**src/rtl/fb_monitor_pkg.sv**
```systemverilog
package fb_monitor_pkg;
  localparam int unsigned NUM_LINES = 2;
  localparam int unsigned SYNC_STAGES = 2;
  typedef enum logic [1:0] {
    ADDR_CTRL = 2'd0,
    ADDR_STAT = 2'd1
  } reg_addr_e;
  typedef struct packed {
    logic dyn;
    logic stat;
  } fb_status_t;
endpackage

```
**src/rtl/fb_sync.sv**
```systemverilog
module fb_sync #(
  parameter int unsigned WIDTH  = 2,
  parameter int unsigned STAGES = 2
) (
  input  logic             clk_i,
  input  logic             rst_ni,
  input  logic [WIDTH-1:0] async_i,
  output logic [WIDTH-1:0] sync_o
);
  for (genvar i = 0; i < WIDTH; i++) begin : g_line
    logic [STAGES-1:0] chain_q;
    always_ff @(posedge clk_i or negedge rst_ni) begin
      if (!rst_ni) chain_q <= '0;
      else         chain_q <= {chain_q[STAGES-2:0], async_i[i]};
    end
    assign sync_o[i] = chain_q[STAGES-1];
  end
endmodule

```
**src/rtl/fb_edge_mon.sv**
```systemverilog
module fb_edge_mon
  import fb_monitor_pkg::*;
#(
  parameter int unsigned WIDTH = 2,
  localparam int unsigned SEL_W = (WIDTH > 1) ? $clog2(WIDTH) : 1
) (
  input  logic             clk_i,
  input  logic             rst_ni,
  input  logic [WIDTH-1:0] line_i,
  input  logic [SEL_W-1:0] sel_i,
  input  logic             sel_chg_i,
  input  logic             rd_clr_i,
  output fb_status_t       status_o
);
  logic cur, prev_q, skip_q, dyn_q, fall;

  assign cur  = line_i[sel_i];
  assign fall = prev_q & ~cur & ~skip_q;

  always_ff @(posedge clk_i or negedge rst_ni) begin
    if (!rst_ni) begin
      prev_q <= 1'b0;
      skip_q <= 1'b0;
      dyn_q  <= 1'b0;
    end else begin
      prev_q <= cur;
      skip_q <= sel_chg_i;  // mask first sample after mux switch
      if (sel_chg_i)     dyn_q <= 1'b0;
      else if (fall)     dyn_q <= 1'b1;
      else if (rd_clr_i) dyn_q <= 1'b0;
    end
  end

  assign status_o = '{dyn: dyn_q, stat: cur};

  assert_fall_sets_dyn_R4: assert property (@(posedge clk_i) disable iff (!rst_ni)
    (fall && !sel_chg_i) |=> dyn_q);
  assert_read_clears_R5: assert property (@(posedge clk_i) disable iff (!rst_ni)
    (rd_clr_i && !fall && !sel_chg_i) |=> !dyn_q);
  assert_sel_clears_R7: assert property (@(posedge clk_i) disable iff (!rst_ni)
    sel_chg_i |=> !dyn_q);
  assert_no_switch_edge_R7: assert property (@(posedge clk_i) disable iff (!rst_ni)
    sel_chg_i |=> ##1 !($rose(dyn_q)));
  assert_rise_needs_fall_R4: assert property (@(posedge clk_i) disable iff (!rst_ni)
    $rose(dyn_q) |-> $past(prev_q) && !$past(cur));
endmodule

```
**src/rtl/fb_regs.sv**
```systemverilog
module fb_regs
  import fb_monitor_pkg::*;
#(
  parameter int unsigned ADDR_W = 2,
  parameter int unsigned DATA_W = 8
) (
  input  logic              clk_i,
  input  logic              rst_ni,
  input  logic              we_i,
  input  logic              re_i,
  input  logic [ADDR_W-1:0] addr_i,
  input  logic [DATA_W-1:0] wdata_i,
  input  fb_status_t        status_i,
  output logic              sel_o,
  output logic              sel_chg_o,
  output logic              rd_clr_o,
  output logic [DATA_W-1:0] rdata_o
);
  logic [DATA_W-1:0] ctrl_q, rdata_q;
  logic hit_ctrl, hit_stat;

  assign hit_ctrl  = (addr_i == ADDR_W'(ADDR_CTRL));
  assign hit_stat  = (addr_i == ADDR_W'(ADDR_STAT));
  assign sel_o     = ctrl_q[0];
  assign sel_chg_o = we_i && hit_ctrl && (wdata_i[0] != ctrl_q[0]);
  assign rd_clr_o  = re_i && hit_stat;

  always_ff @(posedge clk_i or negedge rst_ni) begin
    if (!rst_ni) begin
      ctrl_q  <= '0;
      rdata_q <= '0;
    end else begin
      if (we_i && hit_ctrl) ctrl_q <= wdata_i;
      if (re_i) begin
        if (hit_ctrl)      rdata_q <= ctrl_q;
        else if (hit_stat) rdata_q <= DATA_W'(status_i);
        else               rdata_q <= '0;
      end
    end
  end
  assign rdata_o = rdata_q;

  assert_ctrl_readback_R2: assert property (@(posedge clk_i) disable iff (!rst_ni)
    (re_i && hit_ctrl) |=> rdata_o == $past(ctrl_q));
  assert_stat_readback_R9: assert property (@(posedge clk_i) disable iff (!rst_ni)
    (re_i && hit_stat) |=> rdata_o[1:0] == $past(status_i));
  assert_rdata_hold_R9: assert property (@(posedge clk_i) disable iff (!rst_ni)
    !re_i |=> $stable(rdata_o));
endmodule

```
**src/rtl/fb_monitor.sv**
```systemverilog
module fb_monitor
  import fb_monitor_pkg::*;
#(
  parameter int unsigned ADDR_W = 2,
  parameter int unsigned DATA_W = 8
) (
  input  logic              clk_i,
  input  logic              rst_ni,
  input  logic              fb_a_i,
  input  logic              fb_b_i,
  input  logic              reg_we_i,
  input  logic              reg_re_i,
  input  logic [ADDR_W-1:0] reg_addr_i,
  input  logic [DATA_W-1:0] reg_wdata_i,
  output logic [DATA_W-1:0] reg_rdata_o
);
  logic [NUM_LINES-1:0] line_sync;
  logic sel, sel_chg, rd_clr;
  fb_status_t status;

  fb_sync #(.WIDTH(NUM_LINES), .STAGES(SYNC_STAGES)) u_sync (
    .clk_i, .rst_ni, .async_i({fb_b_i, fb_a_i}), .sync_o(line_sync)
  );

  fb_edge_mon #(.WIDTH(NUM_LINES)) u_edge (
    .clk_i, .rst_ni, .line_i(line_sync), .sel_i(sel),
    .sel_chg_i(sel_chg), .rd_clr_i(rd_clr), .status_o(status)
  );

  fb_regs #(.ADDR_W(ADDR_W), .DATA_W(DATA_W)) u_regs (
    .clk_i, .rst_ni, .we_i(reg_we_i), .re_i(reg_re_i), .addr_i(reg_addr_i),
    .wdata_i(reg_wdata_i), .status_i(status), .sel_o(sel),
    .sel_chg_o(sel_chg), .rd_clr_o(rd_clr), .rdata_o(reg_rdata_o)
  );
endmodule

```
**config.mk**
```make
export PLATFORM = sky130hd
export DESIGN_NAME = fb_monitor
export DESIGN_NICKNAME = d
export VERILOG_FILES = /design/src/rtl/fb_monitor_pkg.sv /design/src/rtl/fb_sync.sv /design/src/rtl/fb_edge_mon.sv /design/src/rtl/fb_regs.sv /design/src/rtl/fb_monitor.sv
export SDC_FILE = /design/constraint.sdc
export NUM_CORES = 1
export LEC_CHECK = 0
export BUFFER_PORTS_ARGS = -buffer_cell sky130_fd_sc_hd__buf_2
export CAP_MARGIN = 10
export CORE_ASPECT_RATIO = 0.9
export CORE_MARGIN = 4
export CORE_UTILIZATION = 30
export DETAILED_ROUTE_END_ITERATION = 8
export PLACE_DENSITY = 0.59
export SETUP_SLACK_MARGIN = 0.5
export SYNTH_ARGS = -nofsm -noshare
export SYNTH_HDL_FRONTEND = slang
export SYNTH_SLANG_ARGS = --single-unit
```
**constraint.sdc**
```tcl
create_clock -name clk_i -period 1.08 [get_ports clk_i]
set_input_delay 0.108 -clock clk_i [delete_from_list [all_inputs] [get_ports clk_i]]
set_output_delay 0.108 -clock clk_i [all_outputs]
set_load 0.1 [all_outputs]
```
### Yosys cells after proc, flatten, opt, wreduce, memory -nomap -nowiden

Index checks and enable logic that the tools add are counted.

* input bits: 16
* bits in writable memories: 0
* register bits after elaboration: 23
* memory bits (read-only): 0
* bits in latches: 0
* memories: 0
* output and inout bits: 8

* add/subtract/negate cells: 0
* $lt $le $gt $ge: 1
* bitwise operators: 4
* div/mod/pow operators: 0
* $mul: 0
* muxes and demuxes: 7
* reductions and logical operators: 5
* shifts and indexed selects: 0
* equal/unequal tests: 2

Operators by type and width (number)
* $mux 8: 1
* $mux 1: 5
* $logic_and 1x1->1: 3
* $reduce_bool 3->1: 1
* $and 1x1->1: 2
* $eq 2x1->1 const B: 1
* $logic_not 2->1: 1
* $lt 1x2->1 const B: 1
* $mux 2: 1
* $not 1->1: 2
* $ne 1x1->1: 1

### Depth between registers and ports, before layout

Gate-level depths: netlist of run 1.

* depth in word-level cells: 7
* mapped depth: 4

### Cells and area by module

Synthesis of run 1 repeated with hierarchy kept, for this count alone.

* cell total of the unflattened synthesis: 72
* area, all modules: 920.9 µm²

By module, submodules not included
* fb_regs: area each 675.6 µm², times used 1, cells each 57
* fb_edge_mon: area each 130.1 µm², times used 1, cells each 9
* fb_sync: area each 115.1 µm², times used 1, cells each 6

### Worst setup path after synthesis of run 1

OpenSTA, ideal clock, no wires.

* path kind: register -> register
* start: reg, netlist name u_regs.rdata_o[0]
* end: reg u_regs.rdata_q[0], in the netlist u_regs.rdata_o[0]
* stages on the path, launching flop included: 2
* path slack: -0.176 ns
* library setup time: 0.125 ns
* arrival: 1.130 ns
* path through: dfrtp_1 > mux2_2

RTL lines
* end signal, assigned: line fb_regs.sv:35 `if (hit_ctrl) rdata_q <= ctrl_q;`
* end signal, assigned: line fb_regs.sv:36 `else if (hit_stat) rdata_q <= DATA_W'(status_i);`
* end, declared: line fb_regs.sv:19 `logic [DATA_W-1:0] ctrl_q, rdata_q;`

### Worst setup path after layout of run 1

* start: reg u_regs.rdata_q[7], in the netlist u_regs.rdata_o[7]
* end: out reg_rdata_o[7]

RTL lines
* end, declared: line fb_monitor.sv:15 `output logic [DATA_W-1:0] reg_rdata_o`

No word-level cell between the ends.

==> results of run 1 <==
## synth_stat cells
| library cell | count |
|---|---|
| nand3b_1 | 1 |
| dfrtp_1 | 23 |
| buf_6 | 1 |
| inv_1 | 7 |
| nor2_1 | 2 |
| nor2_2 | 1 |
| mux2i_1 | 2 |
| mux2_4 | 8 |
| clkbuf_1 | 1 |
| nand2_1 | 1 |
| nand3_1 | 6 |
| mux2_2 | 2 |
| xor2_1 | 1 |
| and3_1 | 1 |
| a211oi_1 | 1 |
| o21ai_0 | 7 |
| a21oi_1 | 1 |
| and2_4 | 1 |
## logic make-up (layout without fill, tap and decap cells)
family,count (synthesis),in the layout
DFF,23,23
muxes,12,12
AOI/OAI and AO/OA,9,9
xor gates and xnor gates,1,1
and+or+nand+nor,13,13
buffers and inverters,9,51
## worst max-delay path by stage
| stage | to | slack, ns |
|---|---|---|
| 2_1_floorplan | u_regs.rdata_o[0] | -0.03 |
| 3_3_place_gp | u_regs.rdata_o[0] | -0.0004 |
| 3_5_place_dp | u_regs.rdata_o[0] | -0.03 |
| 4_1_cts | reg_rdata_o[5] | -0.04 |
| 5_1_grt | u_regs.rdata_o[0] | -0.1 |
| 6_report | reg_rdata_o[7] | -0.03 |
## per-stage QoR
stage | TNS [ns] | util | worst slack, ns
5_1_grt | -0.600 | 0.508 | -0.0954
4_1_cts | -0.300 | 0.485 | -0.0398
3_3_place_gp | -0.000413 | 0.441 | -0.000413
3_5_place_dp | -0.0262 | 0.441 | -0.0262
2_1_floorplan | -0.0299 | - | -0.0299
6_report | -0.190 | 0.508 | -0.0315
## metal layers
metal	share of wire	routed length, microns	vias up	global-route usage
li1	-	-	310	-
met1	0.49	892	298	0.144
met2	0.45	822	15	0.143
met3	0.044	79	2	0.0414
met4	0.010	19	0	0.0444
met5	0	0	-	0
## cell type report
class,instances,area share
flip-flops and latches,23,0.423
repair buffers,40,0.283
multi-input cells,35,0.221
well taps,40,0.0350
clock buffers,4,0.0184
inverters,7,0.0184
## power by group
group	switching, mW	internal (mW)
Clock	0.243	0.144
Sequential	0.0824	0.995
Combinational	0.382	0.367
## flip-flops by register name, indices dropped and copies added, names as in the netlist
| register | flops |
|---|---|
| u_edge.skip_q | 1 |
| u_regs.rdata_o | 8 |
| u_regs.ctrl_q | 8 |
| u_edge.dyn_q | 1 |
| u_edge.prev_q | 1 |
| u_sync.g_line.chain_q | 4 |
## repair_timing
item | CTS | global route
hold endpoints to repair | 25 | 23
setup buffers | 7 | 4
pin swaps | 1 | 1
setup endpoints to repair | 27 | 27
gates resized for setup | 8 | 9
==> impl_metrics.json, run 1 <==
{
  "cts_tree": "built",
  "reg2regPathDepth": 3,
  "cp.depth": 1,
  "clock_latency_ns": 0.31,
  "grt_max_degree": 24,
  "cpLargestDelayFamily": "flip-flops",
  "htreeDepth": 1,
  "timing.rr.start": "u_regs.ctrl_q[0]",
  "placedCellCount": 132,
  "ys_warn_count": 0,
  "cp.arrival_ns": 1.00,
  "gr-total-overflow": 0,
  "routedWlPerCell_microns": 12.2,
  "startpoint": "u_regs.rdata_o[7]",
  "fillers": 256,
  "crit_buf_inv": 1,
  "worstSetupEndpointType": "primary output",
  "yosysTopAreaCell": "dfrtp_1",
  "grt_usage": 0.104,
  "leakagePower_nw": 0.648,
  "fin_nets": 126,
  "antenna_found_initial": 0,
  "crit_required_ns": 0.97,
  "synthSimpleGateAreaFrac": 0.0773,
  "vdd_drop_max_mv": 0.621,
  "maxCapViolCount": 0,
  "synth-seq-cells": 23,
  "die_w_microns": 65.9,
  "final_cell_area_sq_mm": 0.00143,
  "power_density_mw_per_mm2": 1550,
  "ant_nets": 0,
  "layout_setup_ws_ns": -0.0315,
  "fmax_mhz": 900,
  "rrSetupSlack_ns": -0.03,
  "power_mw": 2.21,
  "status": "complete, but fails checks",
  "ioPinCount": 24,
  "clockRootBuffer": "clkbuf_4",
  "yosysSeqAreaShare": 0.635,
  "whs_ns": -0.256,
  "synth_top_area_frac": 0.635,
  "ctsHoldBuffers": 2,
  "numCtsBuffers": 3,
  "hold_violations": 23,
  "dpl_cell_area_sq_mm": 0.00124,
  "first_global_vias": 607,
  "start_util": 0.322,
  "syn_nets": 83,
  "synth-adder-area-share": 0,
  "cts_buffer_depth": 2,
  "multi_input_area_sq_um": 317,
  "crit_path_cell_trace": "buf_12",
  "synth-xor-area-share": 0.00967,
  "core_sq_mm": 0.00282,
  "synth_area_sq_um": 906,
  "cts.clk_slew.worst_paths_ns": 0.13,
  "worstPathMaxFanout": 2,
  "drt-initial-drc-count": 18,
  "yosysUniqueCellTypes": 18,
  "port_buffers": 23,
  "relSlewSlack": 0.664,
  "routed_wl_microns": 1810,
  "violations": "hold timing, setup timing",
  "finClkSkew_ns": 0.0120,
  "cpPeakStageDelay_ns": 0.52,
  "slew_viol_final": 0,
  "r2r-end": "u_regs.rdata_o[0]",
  "hp-class": "in -> async",
  "synth.area.mux_share": 0.180,
  "worst_pin_slew_ns": 0.505,
  "synth_top_family_by_area": "multiplexers",
  "finalCritPeriodShare": 1.03,
  "dieArea_sq_mm": 0.00396,
  "syn2layout_area_growth_pct": 57.9,
  "first_pass_iters": 4,
  "rows": 18,
  "fin_crit_ns": 1.11,
  "rsz0062_at_grt": "true",
  "antennaDiodeCount": 0,
  "grt_pass1_wl_microns": 2990,
  "synth_area_per_cell_sq_um": 13.5,
  "synth-compound-area-share": 0.0525,
  "layout.cells.non_filler": 149,
  "drive_gt1_frac": 0.679,
  "synthTopCellsByArea": "dfrtp_1 64%, mux2_4 13%, o21ai_0 3.9%, nand3_1 3.3%, inv_1 2.9%",
  "setup_violations": 9,
  "clkSinkCount": 23,
  "routed_via_density": 4.19,
  "dr_total_vias": 625,
  "gp_congestion": 0.690,
  "critPathSlowestCell": "dfrtp_4",
  "crit_path_start_kind": "flop",
  "final_cell_mix": "15 x buf_2, 15 x dfrtp_1, 10 x buf_6",
  "drc": 0,
  "die_height_microns": 60.1,
  "crit_type": "reg -> out",
  "seq_area_sq_um": 606,
  "hpwl_microns": 1240,
  "synth_cells": 67
}
(Power assumes the default switching activity.)
==> run 2: changes to the inputs <==
Settings changed: BUFFER_PORTS_ARGS -buffer_cell sky130_fd_sc_hd__buf_2 to default, CTS_BUF_LIST from default to sky130_fd_sc_hd__clkbuf_8, DONT_BUFFER_PORTS from default to 1, PLACE_DENSITY 0.59 to 0.52, SETUP_SLACK_MARGIN 0.5 to 0.3.
==> impl_metrics.json, run 2 (synthesized netlist as in run 1, its figures left out) <==
{
  "worst_pin_slew_ns": 0.227,
  "min_to": "u_regs.rdata_o[2]",
  "setup_violations": 0,
  "rsz0062_at_grt": "true",
  "whs_ns": -0.0925,
  "cpPeakStageDelay_ns": 0.38,
  "syn2layout_area_growth_pct": 55.4,
  "crit_type": "reg -> reg",
  "final_common_cell": "dfrtp_1",
  "clkSinkCount": 23,
  "holdCritStartpoint": "reg_re_i",
  "numCtsBuffers": 3,
  "port_buffers": 0,
  "violations": "hold timing",
  "grt_max_degree": 24,
  "seq_area_sq_um": 603,
  "finClkSkew_ns": 0.00331,
  "cts.clk_slew.worst_paths_ns": 0.08,
  "routed_wl_microns": 1850,
  "first_pass_iters": 3,
  "critPathSlowestCell": "dfrtp_1",
  "worstPathMaxFanout": 2,
  "fmax_mhz": 940,
  "fin_nets": 114,
  "hp-class": "in -> reg",
  "hpwl_microns": 1140,
  "start_util": 0.322,
  "layout.cells.non_filler": 137,
  "drive_gt1_frac": 0.526,
  "routed_via_density": 4.39,
  "grt_usage": 0.103,
  "die_height_microns": 60.1,
  "fin_crit_ns": 1.06,
  "leakagePower_nw": 0.603,
  "grt_pass1_wl_microns": 3020,
  "htreeDepth": 1,
  "fillers": 248,
  "rrSetupSlack_ns": 0.02,
  "placedCellCount": 116,
  "timing.rr.start": "u_regs.ctrl_q[0]",
  "hold_violations": 6,
  "power_density_mw_per_mm2": 1630,
  "cp.arrival_ns": 1.21,
  "rows": 18,
  "crit_path_start_kind": "flop",
  "ant_nets": 0,
  "clock_latency_ns": 0.26,
  "vdd_drop_max_mv": 0.826,
  "crit_path_cell_trace": "mux2i_2, a211oi_1, mux2_2",
  "whs_path_depth": 1,
  "gp_congestion": 0.672,
  "routedWlPerCell_microns": 13.5,
  "multi_input_area_sq_um": 314,
  "crit_required_ns": 1.23,
  "core_sq_mm": 0.00282,
  "status": "complete, but fails checks",
  "r2r-end": "u_regs.rdata_o[0]",
  "final_cell_mix": "15 x dfrtp_1, 11 x dlygate4sd3_1, 9 x mux2_4, 9 x buf_12",
  "drt-initial-drc-count": 15,
  "gr-total-overflow": 0,
  "first_global_vias": 653,
  "ioPinCount": 24,
  "drc": 0,
  "cts_tree": "built",
  "dr_total_vias": 602,
  "finalCritPeriodShare": 0.985,
  "worstSetupEndpointType": "flop",
  "relSlewSlack": 0.847,
  "clockRootBuffer": "clkbuf_8",
  "antenna_found_initial": 0,
  "layout_setup_ws_ns": 0.0165,
  "fin_setup_tns_ns": 0,
  "reg2regPathDepth": 3,
  "dieArea_sq_mm": 0.00396,
  "antennaDiodeCount": 0,
  "cts_buffer_depth": 2,
  "slew_viol_final": 0,
  "place_ws_ns": 0.0184,
  "maxCapViolCount": 0,
  "die_w_microns": 65.9
}
## run 2: metal layers
| layer | GRT usage | part of all wire |
|---|---|---|
| met3 | 0.0508 | 0.074 |
| met2 | 0.146 | 0.43 |
| met1 | 0.142 | 0.49 |
| met4 | 0.0178 | 0.0032 |
| met5 | 0 | 0 |
## run 2: how the worst max path moves through the flow
stage                     startpoint           endpoint  cells past startpoint
CTS                 u_regs.ctrl_q[0]  u_regs.rdata_o[0]                      3
detailed placement  u_regs.ctrl_q[0]  u_regs.rdata_o[0]                      3
global route        u_regs.ctrl_q[0]  u_regs.rdata_o[0]                      3
finish              u_regs.ctrl_q[0]  u_regs.rdata_o[0]                      3
floorplan           u_regs.ctrl_q[0]  u_regs.rdata_o[0]                      3
global placement    u_regs.ctrl_q[0]  u_regs.rdata_o[0]                      3
## run 2: where the power goes
part	internal (mW)	leakage, nW	switching [mW]
logic	0.345	0.305	0.358
registers	0.993	0.271	0.0815
clock network	0.253	0.0269	0.258
## run 2: layout make-up
class                           count  area share
Sequential cell                    23       0.428
Timing Repair Buffer               28       0.262
Multi-Input combinational cell     35       0.223
Tap cell                           40      0.0356
Clock buffer                        3      0.0293
Inverter                            7      0.0187
Clock inverter                      1     0.00267
## run 2: critical path, delay by kind of cell, from the launching register on
family,cells,cell delay (ns)
AOI/OAI and AO/OA,1,0.09
muxes,2,0.49
DFF,1,0.38
## run 2: what timing repair did
action / CTS / global route
gates resized for setup: 22 / 13
pin swaps: 2 / 3
buffers inserted: 2 / 3
endpoints found under the hold margin: 41 / 31
endpoints found under the setup margin: 14 / 21
gates cloned: 0 / 0
hold buffers: 10 / 2
## run 2: per-stage QoR
step,cell area (sq um),utilization,total power [mW]
after global routing,1410,0.500,2.40
after floorplan,942,-,1.48
after detailed placement,1060,0.375,1.58
after global placement,1060,0.375,1.57
after CTS,1300,0.463,2.23
final,1410,0.500,2.29
==> run 3: changes to the inputs <==
Settings changed: CELL_PAD_IN_SITES_DETAIL_PLACEMENT from default to 0, CELL_PAD_IN_SITES_GLOBAL_PLACEMENT from default to 1, PLACE_DENSITY 0.52 to 0.61.
==> impl_metrics.json, run 3 (synthesized netlist as in run 1, its figures left out) <==
{
  "timing.rr.start": "u_regs.ctrl_q[0]",
  "placedCellCount": 115,
  "fin_nets": 119,
  "leakagePower_nw": 0.636,
  "rrSetupSlack_ns": -0.04,
  "die_height_microns": 60.1,
  "hold_violations": 6,
  "vdd_drop_max_mv": 1.12,
  "dieArea_sq_mm": 0.00396,
  "gp_congestion": 0.653,
  "core_sq_mm": 0.00282,
  "ant_nets": 0,
  "min_to": "u_regs.rdata_o[7]",
  "rows": 18,
  "gr-total-overflow": 0,
  "clkSinkCount": 23,
  "die_w_microns": 65.9,
  "drt-initial-drc-count": 8,
  "finClkSkew_ns": 0.00941,
  "rsz0062_at_grt": "true",
  "worstSetupEndpointType": "flop",
  "routedWlPerCell_microns": 13.6,
  "r2r-end": "u_regs.rdata_o[0]",
  "final_cell_mix": "15 x dfrtp_1, 11 x dlygate4sd3_1, 10 x mux2_4",
  "syn2layout_area_growth_pct": 61.2,
  "worstPathMaxFanout": 2,
  "drc": 0,
  "fin_setup_tns_ns": -0.0400,
  "power_mw": 2.35,
  "cts_tree": "built",
  "grt_max_degree": 24,
  "hpwl_microns": 1190,
  "grt_usage": 0.111,
  "finalCritPeriodShare": 1.04,
  "antenna_found_initial": 0,
  "clock_latency_ns": 0.27,
  "routed_wl_microns": 1930,
  "antennaDiodeCount": 0,
  "crit_buf_inv": 0,
  "reg2regPathDepth": 3,
  "ioPinCount": 24,
  "cpLargestDelayFamily": "multiplexers",
  "start_util": 0.322,
  "violations": "hold timing, setup timing",
  "whs_path_depth": 1,
  "crit_path_start_kind": "flop",
  "crit_required_ns": 1.23,
  "grt_pass1_wl_microns": 3280,
  "layout.cells.non_filler": 142,
  "cts.clk_slew.worst_paths_ns": 0.08,
  "dr_total_vias": 624,
  "layout_setup_ws_ns": -0.0400,
  "cp.arrival_ns": 1.27,
  "holdCritStartpoint": "reg_re_i",
  "startpoint": "u_regs.ctrl_q[0]",
  "htreeDepth": 1,
  "numCtsBuffers": 3,
  "relSlewSlack": 0.845,
  "first_global_vias": 686,
  "port_buffers": 0,
  "power_density_mw_per_mm2": 1610,
  "slew_viol_final": 0,
  "status": "complete, but fails checks",
  "whs_ns": -0.0937,
  "fmax_mhz": 893,
  "crit_path_cell_trace": "mux2i_2, a211oi_1, mux2_4",
  "drive_gt1_frac": 0.549,
  "final_common_cell": "dfrtp_1",
  "critPathSlowestCell": "dfrtp_1",
  "routed_via_density": 4.39,
  "first_pass_iters": 6,
  "maxCapViolCount": 0,
  "fin_crit_ns": 1.12,
  "cpPeakStageDelay_ns": 0.39,
  "crit_type": "reg -> reg",
  "setup_violations": 1,
  "clockRootBuffer": "clkbuf_8",
  "worst_pin_slew_ns": 0.230,
  "cts_buffer_depth": 2,
  "hp-class": "in -> reg"
}
run 3: report_power, final:
group          switching, mW  leakage (nW)  internal, mW
clock network          0.271        0.0255         0.257
logic                  0.366         0.340         0.375
registers             0.0832         0.271         0.993
run 3: layer usage:
metal / GRT usage / up-vias / share of wire
li1: - / 293 / -
met1: 0.144 / 304 / 0.45
met2: 0.167 / 25 / 0.45
met3: 0.0451 / 2 / 0.097
met4: 0.0355 / 0 / 0.0047
met5: 0 / - / 0
run 3: how the worst max path moves through the flow:
stage / end / slack (ns) / cells after the start
6_report: u_regs.rdata_o[0] / -0.04 / 3
5_1_grt: u_regs.rdata_o[0] / -0.09 / 3
4_1_cts: u_regs.rdata_o[0] / -0.02 / 3
3_5_place_dp: u_regs.rdata_o[0] / -0.07 / 3
3_3_place_gp: u_regs.rdata_o[0] / -0.01 / 3
2_1_floorplan: u_regs.rdata_o[0] / -0.03 / 3
run 3: layout make-up:
class                      instances  area [sq um]
clock buffer                       3          41.3
inverter                           7          26.3
sequential                        23           603
tap                               40          50.0
fill                             238          1360
clock inverter                     1          5.00
timing repair buffer              33           422
multi-input combinational         35           313
run 3: timing repair:
action | CTS | global route
setup endpoints to repair | 14 | 23
setup buffers | 9 | 2
hold buffers | 10 | 2
endpoints found under the hold margin | 40 | 31
pin swaps | 8 | 3
gates resized for setup | 35 | 4
run 3: stage by stage:
step | worst slack, ns | utilization | area (sq um) | hold slack, ns
finish | -0.0400 | 0.519 | 1460 | -0.0937
global route | -0.0943 | 0.519 | 1460 | -0.103
CTS | -0.0192 | 0.497 | 1400 | -0.481
detailed placement | -0.0673 | 0.372 | 1050 | -0.187
global placement | -0.0142 | 0.372 | 1050 | -0.187
floorplan | -0.0313 | - | 942 | -0.188
